**config.mk**
```make
export PLATFORM = sky130hd
export DESIGN_NAME = lcd_bank_ram
export DESIGN_NICKNAME = d
export VERILOG_FILES = /design/src/rtl/lcd_bank_ram.sv
export SDC_FILE = /design/constraint.sdc
export NUM_CORES = 2
export LEC_CHECK = 0
export BUFFER_PORTS_ARGS = -buffer_cell sky130_fd_sc_hd__buf_2
export CAP_MARGIN = 20
export CORE_UTILIZATION = 28
export CTS_CLUSTER_SIZE = 30
export DETAILED_ROUTE_END_ITERATION = 6
export SYNTH_ARGS = -nofsm -noshare
export SYNTH_HDL_FRONTEND = slang
export SYNTH_SLANG_ARGS = --single-unit
```
**constraint.sdc**
```tcl
create_clock -name clk -period 13.9 [get_ports clk]
set_input_delay 2.085 -clock clk [delete_from_list [all_inputs] [get_ports clk]]
set_output_delay 2.085 -clock clk [all_outputs]
set_load 0.1 [all_outputs]
```
**src/rtl/lcd_bank_ram.sv**
```systemverilog
module lcd_bank_ram #(
  parameter int AW = 8,
  parameter int DW = 8,
  parameter int SEGS = 19,
  parameter int COMS = 4,
  parameter logic [7:0] BASE = 8'h40,
  parameter logic [7:0] BANK_ADDR = 8'h04,
  parameter logic [7:0] DISP_BANK = 8'h01,
  localparam int CW = $clog2(COMS),
  localparam int SW = $clog2(SEGS)
) (
  input  logic            clk,
  input  logic            rst_n,
  input  logic [AW-1:0]   cpu_addr,
  input  logic            cpu_ind,
  input  logic            cpu_we,
  input  logic [DW-1:0]   cpu_wdata,
  output logic [DW-1:0]   cpu_rdata,
  input  logic [CW-1:0]   scan_com,
  output logic [SEGS-1:0] scan_seg
);
  localparam logic [AW-1:0] LO = AW'(BASE);
  localparam logic [AW-1:0] HI = AW'(BASE + SEGS - 1);

  logic [DW-1:0] ram [2**AW];
  logic [DW-1:0] bank_q;
  logic [SEGS*COMS-1:0] disp_q;

  logic [AW-1:0] off;
  logic [SW-1:0] idx;
  logic in_win, disp_sel, bank_sel;
  logic [COMS-1:0] nib;

  assign off      = cpu_addr - LO;
  assign idx      = off[SW-1:0];
  assign in_win   = (cpu_addr >= LO) && (cpu_addr <= HI);
  assign bank_sel = cpu_addr == AW'(BANK_ADDR);
  assign disp_sel = cpu_ind && (bank_q == DW'(DISP_BANK)) && in_win;
  assign nib      = disp_q[idx*COMS +: COMS];

  assign cpu_rdata = bank_sel ? bank_q :
                     disp_sel ? {{(DW-COMS){1'b0}}, nib} :
                     ram[cpu_addr];

  always_ff @(posedge clk) begin
    if (!rst_n) begin
      bank_q <= '0;
      disp_q <= '0;
    end else if (cpu_we) begin
      if (bank_sel) bank_q <= cpu_wdata;
      else if (disp_sel) disp_q[idx*COMS +: COMS] <= cpu_wdata[COMS-1:0];
    end
  end

  always_ff @(posedge clk)
    if (cpu_we && !bank_sel && !disp_sel) ram[cpu_addr] <= cpu_wdata;

  for (genvar k = 0; k < SEGS; k++) begin : g_scan
    assign scan_seg[k] = disp_q[k*COMS + int'(scan_com)];
  end
endmodule


```
==> impl_metrics.tcl <==
set metrics [dict create \
    outcome "completed" \
    slew_viol_final 0 \
    power.switching_fraction_pct 22.3 \
    crit_top_cell "buf_12" \
    clkTransAtPathRegs_ns 0.07 \
    cp_slowest_stage_delay_ns 0.74 \
    pwr-share-seq_pct 53.4 \
    coreArea_um2 300000 \
    cts_setup_buffers 0 \
    synth.top_cell.area_share_pct 72.8 \
    final_hold_viol_count 0 \
    setup_tns_ns 0 \
    cts_tree "done" \
    worst_setup_path_start_kind "input pin" \
    fmax_mhz 108 \
    multi_input_area_um2 19900 \
    io_pins 49 \
    track_usage_pct 14.9 \
    antenna_found_initial 16 \
    cts_max_level 4 \
    cp_cell_sequence "buf_8 -> buf_12 -> buf_12 -> mux4_2 -> a22oi_1 -> nand2_1 -> a211oi_1 -> o32a_1 -> a41oi_1 -> buf_2" \
    cellPowerDensity_nw_per_um2 138 \
    synth-main-ff-cell "edfxtp_1" \
    initial_core_util_pct 28.1 \
    drc 0 \
    dieArea_um2 304000 \
    p_leak_nw 29.2 \
    nets 4283 \
    switchingPower_mw 2.95 \
    slowest_stage "a211oi_1" \
    placement.io_buffers 48 \
    period_minus_slack_ns 9.24 \
    via_per_inst 5.10 \
    ys_ff_latch 2132 \
    cts_sinks 2132 \
    grt_start_max_net_pins 160 \
    synth_area_um2 84400 \
    drt_iter0_markers 5560 \
    fin_skew_ns 0.0459 \
    synth-async-reset-ratio_pct 0 \
    postRouteAntennaNets 0 \
    vias 42700 \
    ys_warn_count 0 \
    rows 201 \
    numCtsBuffers 206 \
    synth-edff-count 2048 \
    synth_top_cell_by_area "edfxtp_1" \
    worstSetupEndpointType "output port" \
    clk_latency_ns 0.85 \
    cp_max_fo 89 \
    wl_per_cell_um 27.4 \
    p_clk_share_pct 41.1 \
    yosysSeqAreaShare_pct 74.8 \
    rsz0062_at_grt "no" \
    totalWireLength_um 230000 \
    root_buffer "clkbuf_16" \
    period_share_pct 66.5 \
    total_power_mw 13.2 \
    overflow 0 \
    crit_type "in -> out" \
    firstDrtPassIters 5 \
    syn_inst 4145 \
    n_fill_cell 28400 \
    worst_ep_arrival_time_ns 7.16 \
    grt_pass1_vias 42800 \
    max_cap_violations 0 \
    seqCellArea_um2 63200 \
    finalSetupViolations 0 \
    crit_family "buffers and inverters" \
    hold_class "reg -> reg" \
    internal_power_mw 10.3 \
    synth_area_leaders "edfxtp_1 73%, mux4_2 15%, mux2i_1 2.1%, dfxtp_1 2.0%, nor2_1 1.4%" \
    worst_pin_slew_ns 1.15 \
    required_ns 11.81 \
    grt_pass1_wl_um 327000 \
    ctsHoldBuffers 0 \
    cts.repair.resized 0 \
    syn_to_final_growth_pct 13.4 \
    syn_avg_cell_area_um2 20.4 \
    fp.dieW_um 551 \
    place.gp.congestion 0.849 \
    drive_gt1_share_pct 22.6 \
    synth_cell_types 70 \
    peakVddDrop_v 0.000133 \
    combPwrFrac_pct 5.5 \
    yosysMostFrequentCell "edfxtp_1" \
    place_hpwl_um 142000 \
    die_h_um 551 \
    clock_path_buffers 3 \
    crit_buf_inv 4 \
    relSlewSlack_pct 23.3 \
    synthTopCellsByCount "2048 x edfxtp_1, 548 x mux4_2, 325 x nor2_1" \
]
-- routing by layer --
| layer | vias up | wire (µm) | track usage (%) |
|---|---|---|---|
| met1 | 22900 | 94600 | 20.4 |
| li1 | 17300 | - | - |
| met2 | 2090 | 109000 | 23.9 |
| met3 | 392 | 20400 | 3.23 |
| met5 | - | 27 | 0 |
| met4 | 4 | 6300 | 4.23 |
-- power groups by stage --
stage | Sequential, mW | Combinational (mW) | Clock [mW]
2_1_floorplan | 7.19 | 0.400 | 0
3_3_place_gp | 7.19 | 0.720 | 0
5_1_grt | 7.05 | 0.758 | 5.74
3_5_place_dp | 7.19 | 0.727 | 0
4_1_cts | 7.05 | 0.729 | 5.51
6_report | 7.05 | 0.730 | 5.44
-- cell usage in the layout, fill, tap and decap left out, drive strengths merged, types with 36 or more instances in the layout --
cell    instances
nor2          325
clkbuf        267
buf           135
mux2i         178
nand2         159
nor2b          78
clkinv         99
o22ai          36
nand3          38
mux4          559
a22oi          59
dfxtp          84
edfxtp       2048
-- tightest hold or removal path, cell delays in order, from the launching register on --
cell and delay (ns):
dfxtp_1 0.32, nand2_1 0.05, a21boi_0 0.07
-- path summary, 6_finish.rpt --
| kind | startpoint | end | slack (ns) | depth (start not counted) |
|---|---|---|---|---|
| hold / removal | bank_q[0] | bank_q[0] | 0.49 | 2 |
| setup reg to reg | bank_q[5] | ram[108][2] | 9.68 | 8 |
| hold reg to reg | bank_q[0] | bank_q[0] | 0.49 | 2 |
| setup / recovery | cpu_addr[0] | cpu_rdata[2] | 4.66 | 10 |
-- flip-flops by register name, summed over array words and instances (netlist names) --
signal / cells
ram: 2048
bank_q: 8
disp_q: 76
-- kinds of logic after synthesis --
logic type      Yosys count  synth area share (%)
other cells               1               0.00444
flops                  2132                  74.8
simple gates            717                  3.85
buf+inv                 258                  1.64
fa+ha+maj                 6                0.0889
compound gates          280                  2.35
mux                     749                  17.2
xor+xnor                  2                0.0207
-- per-stage QoR --
| step | instances | hold WS, ns | area [µm²] | utilization, % | setup slack (ns) |
|---|---|---|---|---|---|
| floorplan | 4152 | 0.437 | 84500 | - | 5.42 |
| global placement | 7994 | 0.469 | 89100 | 29.7 | 4.06 |
| detailed placement | 7997 | 0.476 | 89200 | 29.7 | 4.17 |
| CTS | 8375 | 0.486 | 95600 | 31.9 | 4.16 |
| global route | 8383 | 0.507 | 95800 | 31.9 | 4.45 |
| finish | 8387 | 0.485 | 95800 | 31.9 | 4.66 |
-- area by class of cell --
class	instances	area share, %
antenna	4	0.0105
clock buffer	258	5.59
clock inverter	120	1.16
inverter	9	0.0405
multi-input combinational	1762	20.8
sequential	2132	66.0
tap	3958	5.17
timing repair buffer	144	1.24
Power figures use the tool's default switching activity.
